<file path="src/rtl/ptp_tod_pkg.sv">
package ptp_tod_pkg;
  typedef enum logic [1:0] {OP_ADV, OP_INIT, OP_STEP} time_op_e;
  typedef struct packed {
    logic reload;
    logic step;
    logic init;
  } cmd_t;
endpackage

</file>
<file path="src/rtl/ptp_cmd_ctrl.sv">
module ptp_cmd_ctrl
  import ptp_tod_pkg::*;
(
  input  logic     clk_i,
  input  logic     rst_ni,
  input  logic     en_i,
  input  logic     cmd_wr_i,
  input  cmd_t     cmd_i,
  output cmd_t     pend_o,
  output time_op_e op_o,
  output logic     reload_o
);
  cmd_t pend_q;

  always_ff @(posedge clk_i or negedge rst_ni) begin
    if (!rst_ni)              pend_q <= '0;
    else if (!en_i)           pend_q <= '0;
    else if (pend_q != '0)    pend_q <= '0;  // executed or discarded
    else if (cmd_wr_i)        pend_q <= cmd_i;
  end

  // priority: init > step > reload
  always_comb begin
    op_o     = OP_ADV;
    reload_o = 1'b0;
    if (en_i) begin
      if (pend_q.init)      op_o = OP_INIT;
      else if (pend_q.step) op_o = OP_STEP;
      else                  reload_o = pend_q.reload;
    end
  end

  assign pend_o = pend_q;
endmodule

</file>
<file path="src/rtl/ptp_rate_gen.sv">
module ptp_rate_gen #(
  parameter int ACC_W    = 32,
  parameter int INC_W    = 8,
  parameter int INC_IN_W = 16
) (
  input  logic                clk_i,
  input  logic                rst_ni,
  input  logic                en_i,
  input  logic                fine_i,
  input  logic                inc_wr_i,
  input  logic [INC_IN_W-1:0] inc_i,
  input  logic                reload_i,
  input  logic [ACC_W-1:0]    addend_stage_i,
  output logic [INC_W-1:0]    step_o,
  output logic [INC_W-1:0]    inc_o,
  output logic [ACC_W-1:0]    addend_o
);
  logic [INC_W-1:0] inc_q, inc_d;
  logic [ACC_W-1:0] addend_q, acc_q;
  logic [ACC_W:0]   acc_sum;

  generate
    if (INC_IN_W > INC_W) begin : g_sat
      localparam logic [INC_W-1:0] IncMax = '1;
      always_comb
        inc_d = (inc_i > INC_IN_W'(IncMax)) ? IncMax : inc_i[INC_W-1:0];
    end else begin : g_direct
      always_comb inc_d = INC_W'(inc_i);
    end
  endgenerate

  assign acc_sum = {1'b0, acc_q} + {1'b0, addend_q};

  always_ff @(posedge clk_i or negedge rst_ni) begin
    if (!rst_ni) begin
      inc_q    <= '0;
      addend_q <= '0;
      acc_q    <= '0;
    end else begin
      if (inc_wr_i)       inc_q    <= inc_d;
      if (reload_i)       addend_q <= addend_stage_i;
      if (en_i && fine_i) acc_q    <= acc_sum[ACC_W-1:0];
    end
  end

  assign step_o   = (en_i && (!fine_i || acc_sum[ACC_W])) ? inc_q : '0;
  assign inc_o    = inc_q;
  assign addend_o = addend_q;
endmodule

</file>
<file path="src/rtl/ptp_time_core.sv">
module ptp_time_core
  import ptp_tod_pkg::*;
#(
  parameter int SEC_W = 32,
  parameter int SUB_W = 32,
  parameter int INC_W = 8
) (
  input  logic             clk_i,
  input  logic             rst_ni,
  input  logic             en_i,
  input  logic             dec_i,
  input  time_op_e         op_i,
  input  logic [INC_W-1:0] step_i,
  input  logic [SEC_W-1:0] sec_upd_i,
  input  logic [SUB_W-1:0] sub_upd_i,
  output logic [SEC_W-1:0] sec_o,
  output logic [SUB_W-1:0] sub_o
);
  localparam int FW = SUB_W - 1;  // payload bits; top bit is the subtract flag
  localparam logic [SUB_W:0] DecLim = (SUB_W+1)'(1_000_000_000);
  localparam logic [SUB_W:0] BinLim = (SUB_W+1)'(1) << FW;

  logic [SEC_W-1:0] sec_q, sec_step;
  logic [SUB_W-1:0] sub_q;
  logic [SUB_W:0]   lim, operand, sum, sum_wr;
  logic             wrap;

  assign lim     = dec_i ? DecLim : BinLim;
  assign operand = (op_i == OP_STEP) ? {2'b00, sub_upd_i[FW-1:0]} : (SUB_W+1)'(step_i);
  assign sum     = {1'b0, sub_q} + operand;
  assign wrap    = (sum >= lim);
  assign sum_wr  = wrap ? sum - lim : sum;

  // subtraction: missing wrap means a borrow from the seconds
  assign sec_step = sub_upd_i[SUB_W-1] ? sec_q + sec_upd_i - SEC_W'(!wrap)
                                       : sec_q + sec_upd_i + SEC_W'(wrap);

  always_ff @(posedge clk_i or negedge rst_ni) begin
    if (!rst_ni) begin
      sec_q <= '0;
      sub_q <= '0;
    end else begin
      unique case (op_i)
        OP_INIT: begin
          sec_q <= sec_upd_i;
          sub_q <= {1'b0, sub_upd_i[FW-1:0]};
        end
        OP_STEP: begin
          sec_q <= sec_step;
          sub_q <= sum_wr[SUB_W-1:0];
        end
        default: if (en_i) begin
          sec_q <= sec_q + SEC_W'(wrap);
          sub_q <= sum_wr[SUB_W-1:0];
        end
      endcase
    end
  end

  assign sec_o = sec_q;
  assign sub_o = sub_q;
endmodule

</file>
<file path="src/rtl/ptp_tod_counter.sv">
module ptp_tod_counter
  import ptp_tod_pkg::*;
#(
  parameter int SEC_W    = 32,
  parameter int SUB_W    = 32,
  parameter int ACC_W    = 32,
  parameter int INC_W    = 8,
  parameter int INC_IN_W = 16
) (
  input  logic                clk_i,
  input  logic                rst_ni,
  input  logic                en_i,
  input  logic                fine_i,
  input  logic                dec_i,
  input  logic                inc_wr_i,
  input  logic [INC_IN_W-1:0] inc_i,
  input  logic [SEC_W-1:0]    sec_upd_i,
  input  logic [SUB_W-1:0]    sub_upd_i,
  input  logic [ACC_W-1:0]    addend_stage_i,
  input  logic                cmd_wr_i,
  input  logic                cmd_init_i,
  input  logic                cmd_step_i,
  input  logic                cmd_reload_i,
  output logic [2:0]          pend_o,
  output logic [SEC_W-1:0]    sec_o,
  output logic [SUB_W-1:0]    sub_o,
  output logic [INC_W-1:0]    inc_o,
  output logic [ACC_W-1:0]    addend_o
);
  cmd_t             cmd, pend;
  time_op_e         op;
  logic             reload;
  logic [INC_W-1:0] step;

  assign cmd = '{reload: cmd_reload_i, step: cmd_step_i, init: cmd_init_i};

  ptp_cmd_ctrl u_cmd (
    .clk_i   (clk_i),
    .rst_ni  (rst_ni),
    .en_i    (en_i),
    .cmd_wr_i(cmd_wr_i),
    .cmd_i   (cmd),
    .pend_o  (pend),
    .op_o    (op),
    .reload_o(reload)
  );

  ptp_rate_gen #(
    .ACC_W   (ACC_W),
    .INC_W   (INC_W),
    .INC_IN_W(INC_IN_W)
  ) u_rate (
    .clk_i         (clk_i),
    .rst_ni        (rst_ni),
    .en_i          (en_i),
    .fine_i        (fine_i),
    .inc_wr_i      (inc_wr_i),
    .inc_i         (inc_i),
    .reload_i      (reload),
    .addend_stage_i(addend_stage_i),
    .step_o        (step),
    .inc_o         (inc_o),
    .addend_o      (addend_o)
  );

  ptp_time_core #(
    .SEC_W(SEC_W),
    .SUB_W(SUB_W),
    .INC_W(INC_W)
  ) u_time (
    .clk_i    (clk_i),
    .rst_ni   (rst_ni),
    .en_i     (en_i),
    .dec_i    (dec_i),
    .op_i     (op),
    .step_i   (step),
    .sec_upd_i(sec_upd_i),
    .sub_upd_i(sub_upd_i),
    .sec_o    (sec_o),
    .sub_o    (sub_o)
  );

  assign pend_o = pend;
endmodule

</file>
<file path="config.mk">
export PLATFORM = sky130hd
export DESIGN_NAME = ptp_tod_counter
export DESIGN_NICKNAME = d
export VERILOG_FILES = /design/src/rtl/ptp_tod_pkg.sv /design/src/rtl/ptp_cmd_ctrl.sv /design/src/rtl/ptp_rate_gen.sv /design/src/rtl/ptp_time_core.sv /design/src/rtl/ptp_tod_counter.sv
export SDC_FILE = /design/constraint.sdc
export NUM_CORES = 1
export LEC_CHECK = 0
export ABC_AREA = 1
export BUFFER_PORTS_ARGS = -buffer_cell sky130_fd_sc_hd__buf_2
export CELL_PAD_IN_SITES_DETAIL_PLACEMENT = 1
export CELL_PAD_IN_SITES_GLOBAL_PLACEMENT = 1
export CORE_MARGIN = 4
export CORE_UTILIZATION = 38
export CTS_BUF_LIST = sky130_fd_sc_hd__clkbuf_16
export DETAILED_ROUTE_END_ITERATION = 8
export GPL_TIMING_DRIVEN = 0
export PLACE_DENSITY = 0.79
export RECOVER_POWER = 25
export SETUP_SLACK_MARGIN = 0.5
export SYNTH_ARGS = -nofsm -noshare
export SYNTH_HDL_FRONTEND = slang
export SYNTH_SLANG_ARGS = --single-unit
</file>
<file path="constraint.sdc">
create_clock -name clk_i -period 8.4 [get_ports clk_i]
set_input_delay 0 -clock clk_i [delete_from_list [all_inputs] [get_ports clk_i]]
set_output_delay 0 -clock clk_i [all_outputs]
set_load 0.02 [all_outputs]
</file>
Word-level counts from Yosys, hierarchy flattened
Cells that the tools add are included.
Widths: inputs -> output; s select.
{"block": "classes", "add_sub_neg": 7, "order_cmp": 2, "n_eq_ne": 3, "mux": 19, "n_reduce_logical": 7}
{"operator": "$mux 32", "count": 5}
{"operator": "$pmux 32 s2", "count": 2}
{"operator": "$add 32x1->32", "count": 2}
{"operator": "$add 32x31->33", "count": 1}
{"operator": "$add 32x32->33", "count": 1}
{"operator": "$ge 33x32->1", "count": 1}
{"operator": "$add 32x32->32", "count": 1}
{"operator": "$sub 32x1->32", "count": 1}
{"operator": "$sub 32x32->32", "count": 1}
{"operator": "$mux 31", "count": 1}
{"operator": "$gt 16x8->1 const B", "count": 1}
{"operator": "$mux 8", "count": 2}
{"operator": "$mux 3", "count": 3}
{"operator": "$mux 2", "count": 3}
{"operator": "$reduce_bool 3->1", "count": 2}
{"operator": "$mux 1", "count": 3}
{"operator": "$ne 3x1->1 const B", "count": 1}
{"operator": "$eq 2x1->1 const B", "count": 1}
{"operator": "$eq 2x2->1 const B", "count": 1}
{"operator": "$logic_and 1x1->1", "count": 2}
{"operator": "$logic_not 1->1", "count": 2}
{"operator": "$logic_or 1x1->1", "count": 1}
{"block": "word_totals", "reg_bits": 139, "out_inout_bits": 107}

Longest topological paths before layout
Gate-level depths: netlist of run 1.
{"block": "logic_depth", "depth_word": 11, "mapped_depth": 72, "mapped_depth_nobuf": 70}

By module
Synthesis of run 1 repeated with hierarchy kept, for this count alone.
{"block": "hier_totals", "hier_cells": 2668, "area_unflattened_um2": 16488.3}
{"module": "ptp_time_core", "n_inst": 1, "cells_per_inst": 1909, "area_per_inst_um2": 11172.0, "seq_area_each_um2": 1601.5}
{"module": "ptp_rate_gen", "n_inst": 1, "cells_per_inst": 741, "area_per_inst_um2": 5175.0, "seq_area_each_um2": 1801.7}
{"module": "ptp_cmd_ctrl", "n_inst": 1, "cells_per_inst": 18, "area_per_inst_um2": 141.4, "seq_area_each_um2": 75.1}

Worst setup path before layout of run 1
No wires, ideal clock.
{"block": "synth_path", "kind": "register to register", "from": "reg u_rate.addend_q[0], in the netlist u_rate.addend_o[0]", "to": "reg u_time.sec_q[23], in the netlist u_time.sec_o[23]", "t_arrival_ns": 8.347, "slack_ns": -0.024, "stages_incl_launch_ff": 67, "path_buffers": 2, "period_less_slack_ns": 8.424, "cell_sequence": "dfrtp_1 ha_1 fa_1 nand2_1 o21ai_0 nand2_1 nand2_1 nand2_1 nand2_1 nand2_1 a22oi_1 nand3_1 nand2_1 nand3_1 nand2_1 nand3_1 nand4_1 nand2_1 [31 not listed] ha_1 inv_1 ha_1 a21oi_1 inv_1 a31oi_1 o21ai_0 nand3_1 nand2_1 nand2_1 nand2_1 nand2_1 nand2_1 nand2_1 nand2_1 a21oi_1 o21ai_0 a21oi_1"}
{"block": "synth_via", "elab_chain_len": 11, "elab_cells_between_ends": 14, "classes_between": "add/sub (5); order compare (1); mux (5); reduce/logical (3)"}
{"element": "from (decl)", "line_no": "ptp_rate_gen.sv:19", "text": "logic [ACC_W-1:0] addend_q, acc_q;"}
{"element": "from (signal assigned)", "line_no": "ptp_rate_gen.sv:41", "text": "if (reload_i) addend_q <= addend_stage_i;"}
{"element": "$add 32x32->33 *", "line_no": "ptp_rate_gen.sv:32", "text": "assign acc_sum = {1'b0, acc_q} + {1'b0, addend_q};"}
{"element": "$logic_or 1x1->1 *", "line_no": "ptp_rate_gen.sv:46", "text": "assign step_o = (en_i && (!fine_i || acc_sum[ACC_W])) ? inc_q : '0;"}
{"element": "$logic_and 1x1->1 *", "line_no": "ptp_rate_gen.sv:46"}
{"element": "$mux 8 *", "line_no": "ptp_rate_gen.sv:46"}
{"element": "$mux 31 *", "line_no": "ptp_time_core.sv:29", "text": "assign operand = (op_i == OP_STEP) ? {2'b00, sub_upd_i[FW-1:0]} : (SUB_W+1)'(step_i);"}
{"element": "$add 32x31->33 *", "line_no": "ptp_time_core.sv:30", "text": "assign sum = {1'b0, sub_q} + operand;"}
{"element": "$ge 33x32->1 *", "line_no": "ptp_time_core.sv:31", "text": "assign wrap = (sum >= lim);"}
{"element": "$logic_not 1->1", "line_no": "ptp_time_core.sv:35", "text": "assign sec_step = sub_upd_i[SUB_W-1] ? sec_q + sec_upd_i - SEC_W'(!wrap)"}
{"element": "$sub 32x1->32", "line_no": "ptp_time_core.sv:35"}
{"element": "$mux 32", "line_no": "ptp_time_core.sv:35"}
{"element": "$pmux 32 s2 *", "line_no": "ptp_time_core.sv:43", "text": "unique case (op_i)"}
{"element": "to (signal assigned)", "line_no": "ptp_time_core.sv:45", "text": "sec_q <= sec_upd_i;"}
{"element": "to (signal assigned)", "line_no": "ptp_time_core.sv:49", "text": "sec_q <= sec_step;"}
{"element": "to (signal assigned)", "line_no": "ptp_time_core.sv:53", "text": "sec_q <= sec_q + SEC_W'(wrap);"}
{"element": "to (decl)", "line_no": "ptp_time_core.sv:23", "text": "logic [SEC_W-1:0] sec_q, sec_step;"}
Mark *: on every way between the ends. The rest lies on a longest branch, timed or not. The select of a mux whose other input is x is not followed.
A chain may end at the register's enable or synchronous reset.

Worst setup path after layout of run 1
{"block": "layout_path", "from": "reg u_rate.addend_q[0], in the netlist u_rate.addend_o[0]", "to": "reg u_time.sec_q[26], in the netlist u_time.sec_o[26]"}
The elaborated chain is that of the path after synthesis.

==> flow_summary.ini, run 1 <==
[status]
status = complete, but fails checks
failed_checks = capacitance limit, slew limit, setup timing

[clock_tree]
clkTransAtPathRegs_ps = 80
htree_levels = 4
clock_latency_ps = 480
cts_tree = yes
cts_buffer_depth = 2
cts-root-buf = clkbuf_16
numCtsBuffers = 17
clock_sinks = 139

[placement]
dp_cells = 3188
hpwl_mm = 51.87
place_congestion = 0.9075
port_buffers = 226

[timing]
drv_slew = 142
timing.final.ws_setup_ps = -432.7
skew_ps = 21.33
hold_viol = 0
finalCritPeriodShare_pct = 105.2
fmax_mhz = 113.2
worstMarginPinSlew_ps = 4495
relSlewSlack_pct = -199.7
setup_viol_count_final = 23
min_period_ps = 8833
grt_setup_unrepaired = yes

[critical_path]
critPathBufInv = 6
critPathMaxFanout = 7
crit_required_ps = 8780
r2r_slack_ps = -430
worst_path_most_repeated_cell = nand2_2
timing.rr.end = u_time.sec_o[26]
end_kind = flip-flop
path_depth = 67
cp-endpoint = u_time.sec_o[26]
start_kind = flip-flop
cp_slowest_cell = dfrtp_2
cpPeakStageDelay_ps = 420
r2r_start = u_rate.addend_o[0]
critical_path.startpoint = u_rate.addend_o[0]
r2r_cells = 67
cp_top_family = simple AND/OR/NAND/NOR gates
cp.arrival_ps = 9210
path_class = reg2reg

[power]
ir_drop_mv = 0.2004
fin_total_pwr_w = 0.008948
powerDensity_nw_per_um2 = 426.2
p_seq_share_pct = 13.7
p_sw_share_pct = 56.64
leakage_nw = 10.55
switching_power_w = 0.005068
combPwrFrac_pct = 77.1
pwr-share-clk_pct = 9.2
intPower_w = 0.003880

[global_route]
overflow = 0
grt_pass1_vias = 20227
grt_max_degree = 89
gr-usage-all-layers_pct = 30.79
antenna_found_initial = 6
grt_pass1_wl_mm = 109.2

[cells_and_area]
layout-drive-gt1-share_pct = 23.00
final-seq-area_um2 = 3482
fillCellCount = 5402
syn_to_final_growth_pct = 34.37
final_common_cell = nand2_1
multiInputGateArea_um2 = 11970
layout_common_cells = nand2_1 (613), inv_1 (298), nor2_1 (218), buf_2 (215), a21oi_1 (157)
instances_no_fill = 3408
fin_nets = 3126

[synthesis]
seq_area_frac_synth_pct = 22.26
synth_top_flop_cell = dfrtp_1
synth-async-reset-ratio_pct = 100.0
netlist_area_um2 = 15630
synth-edff-count = 0
yosysWarningCount = 0
synthDistinctLibCells = 58
synthCells = 2429
syn_area_per_cell_um2 = 6.433
synth_nets = 2698
synth_seq_cells = 139

[drt]
avgRoutedWirePerCell_um = 21.67
vias = 19211
drt-pass1-iter-count = 5
drtIter0Drc = 1265
routed_via_density = 5.637
postRouteAntennaNets = 0
drc = 0
routed_wl_mm = 73.86

[floorplanning]
coreArea_um2 = 40740
fp.dieArea_um2 = 44430
initial_core_util_pct = 38.36
die_x_um = 210.8
std_cell_rows = 74
chipHeight_um = 210.8
io_pins = 229

[worst_hold_path]
hold_path.class = in2reg

[flow_run]
cap_viol_max_count = 2
## cells by family after synthesis
group	after synthesis	share of synthesized area [%]
AND/OR/NAND/NOR	1212	32.86
AO/OA/AOI/OAI	439	16.09
buffers and inverters	368	9.016
adder cells (fa/ha/maj)	147	11.96
flip-flops	139	22.26
XOR/XNOR	92	5.501
multiplexers	32	2.306
## repair_timing
item                                    CTS  global route
setup buffers                            28            38
endpoints found under the setup margin   32            32
hold buffers                            115             0
endpoints found under the hold margin   156             0
gates resized for setup                 110           179
gates cloned                              1             0
pin swaps                                42            89
## worst register-to-register path, delay by kind of cell, from the launching register on
kind / cells / cell delay, ps
xor+xnor: 1 / 210
compound gates: 9 / 1720
buf+inv: 6 / 670
flops: 1 / 420
simple gates: 45 / 4360
fa+ha+maj: 6 / 1390
## final cells by class
class / count / share of cell area [%]
Timing Repair Buffer: 408 / 13.43
Tap cell: 532 / 3.170
Multi-Input combinational cell: 1922 / 57.01
Clock inverter: 15 / 0.7806
Antenna cell: 6 / 0.07151
Buffer: 48 / 1.138
Sequential cell: 139 / 16.58
Inverter: 320 / 5.751
Clock buffer: 17 / 2.026
Timing Repair inverter: 1 / 0.03575
## cells in the mapped netlist, types with 9 or more instances
| cell | count | area share (%) |
|---|---|---|
| nand2_1 | 673 | 16 |
| inv_1 | 307 | 7.4 |
| nor2_1 | 232 | 5.6 |
| a21oi_1 | 185 | 5.9 |
| nand3_1 | 182 | 5.8 |
| ha_1 | 143 | 11 |
| dfrtp_1 | 139 | 22 |
| o21ai_0 | 130 | 4.2 |
| xor2_1 | 57 | 3.2 |
| clkbuf_1 | 35 | 0.84 |
| mux2_2 | 32 | 2.3 |
| xnor2_1 | 31 | 1.7 |
| a31oi_1 | 30 | 1.2 |
| nand4_1 | 24 | 0.96 |
| nand2_2 | 22 | 0.88 |
| nor3_1 | 21 | 0.67 |
| a221oi_1 | 13 | 0.73 |
| or2_2 | 13 | 0.52 |
| a21o_1 | 12 | 0.58 |
| inv_2 | 12 | 0.29 |
| nand3b_1 | 11 | 0.53 |
| nor2_2 | 10 | 0.40 |
| nor4_1 | 9 | 0.36 |
| o211ai_1 | 9 | 0.43 |
| o21bai_1 | 9 | 0.43 |
## power groups by stage
| stage | logic [W] | clock network [W] | registers (W) |
|---|---|---|---|
| after floorplan | 0.00380 | 0 | 0.00133 |
| after global placement | 0.00526 | 0 | 0.00118 |
| after detailed placement | 0.00546 | 0 | 0.00120 |
| after CTS | 0.00590 | 0.000826 | 0.00119 |
| after global routing | 0.00750 | 0.000853 | 0.00125 |
| final | 0.00690 | 0.000820 | 0.00123 |
## layer usage
| metal | up-vias | global-route usage (%) | part of all wire, % |
|---|---|---|---|
| li1 | 8860 | - | - |
| met1 | 9381 | 34.73 | 38 |
| met2 | 696 | 55.38 | 50 |
| met3 | 274 | 5.763 | 5.5 |
| met4 | 0 | 15.76 | 6.2 |
| met5 | - | 0 | 0 |
## metrics by stage
step / worst slack, ps / hold WS [ps] / TNS, ps / instance area, µm² / util [%]
3_5_place_dp: -2031 / -0.9614 / -50810 / 17660 / 43.34
5_1_grt: -917.7 / 161.4 / -18910 / 21000 / 51.54
2_1_floorplan: 512.9 / -295.6 / 0 / 15830 / -
4_1_cts: -388.7 / 61.49 / -3898 / 20030 / 49.16
6_report: -432.7 / 155.3 / -5629 / 21000 / 51.54
3_3_place_gp: -1884 / 230.8 / -45490 / 17620 / 43.26
## how the worst min path moves through the flow
| stage | depth (start not counted) | startpoint | slack (ps) | endpoint |
|---|---|---|---|---|
| finish | 5 | dec_i | 160 | u_time.sub_o[9] |
| global route | 5 | sec_upd_i[20] | 160 | u_time.sec_o[20] |
| CTS | 2 | rst_ni | 60 | u_rate.acc_q[16] |
| detailed placement | 1 | rst_ni | -1 | u_rate.acc_q[16] |
| global placement | 2 | addend_stage_i[19] | 230 | u_rate.addend_o[19] |
| floorplan | 0 | rst_ni | -300 | u_cmd.pend_o[0] |
## registers in the layout, summed over array words and instances (netlist names)
register / count
u_rate.addend_o: 32
u_cmd.pend_o: 3
u_rate.inc_o: 8
u_rate.acc_q: 32
u_time.sub_o: 32
u_time.sec_o: 32
Power figures use the tool's default switching activity.
==> run 2, diff against run 1 <==
- CORE_ASPECT_RATIO: unset -> 0.7
==> flow_summary.ini, run 2 (synthesized netlist as in run 1, its figures left out) <==
[timing]
whs_ps = 25.82
hold_viol = 0
relSlewSlack_pct = -207.4
setup_viol_count_final = 24
worstMarginPinSlew_ps = 4611
drv_slew = 142
fmax_mhz = 115.0
skew_ps = 25.59
finalCritPeriodShare_pct = 103.5
grt_setup_unrepaired = yes
min_period_ps = 8693
timing.final.ws_setup_ps = -293.0

[global_route]
grt_max_degree = 93
overflow = 0
grt_pass1_vias = 20274
antenna_found_initial = 8
grt_pass1_wl_mm = 114.0
gr-usage-all-layers_pct = 32.43

[critical_path]
cp_slowest_cell = dfrtp_2
path_class = reg2reg
cpPeakStageDelay_ps = 440
cp_top_family = simple AND/OR/NAND/NOR gates
critPathMaxFanout = 7
crit_required_ps = 8770
worst_path_most_repeated_cell = nand2_2
critPathBufInv = 9
cp.arrival_ps = 9070
start_kind = flip-flop
end_kind = flip-flop

[clock_tree]
cts_buffer_depth = 2
numCtsBuffers = 17
cts-root-buf = clkbuf_16
cts_tree = yes
clock_sinks = 139
clkTransAtPathRegs_ps = 80
clock_latency_ps = 460
htree_levels = 4

[floorplanning]
coreArea_um2 = 40150
fp.dieArea_um2 = 44480
chipHeight_um = 177.7
std_cell_rows = 61
initial_core_util_pct = 38.92
die_x_um = 250.4
io_pins = 229

[power]
powerDensity_nw_per_um2 = 454.4
leakage_nw = 10.76
ir_drop_mv = 0.2087

[placement]
place_congestion = 0.9648
dp_slack_ps = -1994
dp_cells = 3191
hpwl_mm = 54.45
port_buffers = 226

[cells_and_area]
syn_to_final_growth_pct = 38.32
layout-drive-gt1-share_pct = 24.72
final_common_cell = nand2_1
utilization_pct = 53.84
fin_nets = 3173
instances_no_fill = 3459
layout_common_cells = nand2_1 (614), inv_1 (291), nor2_1 (210), buf_2 (197), a21oi_1 (156)

[drt]
drt-pass1-iter-count = 5
routed_wl_mm = 80.01
drc = 0
vias = 19993
postRouteAntennaNets = 0
avgRoutedWirePerCell_um = 23.13
routed_via_density = 5.780
drtIter0Drc = 1590

[status]
failed_checks = capacitance limit, slew limit, setup timing
status = complete, but fails checks

[flow_run]
cap_viol_max_count = 2

[worst_hold_path]
hold_path.class = in2reg
[run 2: cell count changes in the layout (fill, tap and decap cells not counted), sizes merged, moves of 2 or more]
cell         delta
buf            +34
clkbuf         +18
dlygate4sd3     -6
clkinv          +3
inv             -2
[run 2: repair_timing]
action,CTS,global route
gates resized for setup,191,176
pin swaps,87,103
endpoints found under the setup margin,32,33
hold buffers,108,1
setup buffers,90,28
hold endpoints to repair,149,1
gates cloned,2,0
[run 2: layout make-up]
class / count / area (µm²)
multi-input cells: 1922 / 12180
inverters: 320 / 1217
clock buffers: 17 / 425.4
diodes: 7 / 17.52
flip-flops and latches: 139 / 3483
repair inverters: 2 / 15.01
repair buffers: 454 / 3228
clock inverters: 15 / 140.1
well taps: 535 / 669.4
fillers: 5256 / 18530
plain buffers: 48 / 237.7
[run 2: final timing paths]
kind / start / to / slack, ps / depth (start not counted)
min in group asynchronous: rst_ni / u_rate.addend_o[19] / 1050 / 2
max reg2reg: u_rate.addend_o[0] / u_time.sec_o[26] / -290 / 71
max: u_rate.addend_o[0] / u_time.sec_o[26] / -290 / 71
max in group asynchronous: rst_ni / u_rate.addend_o[3] / 1120 / 3
min: sub_upd_i[20] / u_time.sub_o[20] / 30 / 4
min reg2reg: u_rate.acc_q[21] / u_rate.acc_q[21] / 500 / 2
[run 2: stage by stage]
| stage | setup TNS [ps] | cell area, µm² | power (W) |
|---|---|---|---|
| 2_1_floorplan | 0 | 15830 | 0.005131 |
| 3_3_place_gp | -41060 | 17630 | 0.006514 |
| 3_5_place_dp | -49280 | 17660 | 0.006733 |
| 4_1_cts | -230.8 | 20750 | 0.008589 |
| 5_1_grt | -14160 | 21610 | 0.01041 |
| 6_report | -5059 | 21610 | 0.009821 |
[run 2: per-layer routing]
| layer | vias up | track usage (%) | routed length (µm) |
|---|---|---|---|
| li1 | 8985 | - | - |
| met1 | 9775 | 41.55 | 32920 |
| met2 | 948 | 54.16 | 37080 |
| met3 | 283 | 5.010 | 5791 |
| met4 | 2 | 15.06 | 4205 |
| met5 | - | 0 | 11 |
[run 2: power breakdown]
| part | total [W] | switching (W) | internal (W) |
|---|---|---|---|
| logic | 0.00780 | 0.00483 | 0.00297 |
| clock network | 0.000780 | 0.000367 | 0.000413 |
| registers | 0.00124 | 0.000323 | 0.000916 |
[run 2: worst reg2reg max path: cells and delay by family (launching register included)]
| family | cells | cell delay (ps) |
|---|---|---|
| XOR/XNOR | 1 | 170 |
| adder cells (fa/ha/maj) | 6 | 1630 |
| AND/OR/NAND/NOR | 49 | 4880 |
| flip-flops | 1 | 440 |
| buffers and inverters | 9 | 850 |
| AO/OA/AOI/OAI | 6 | 630 |
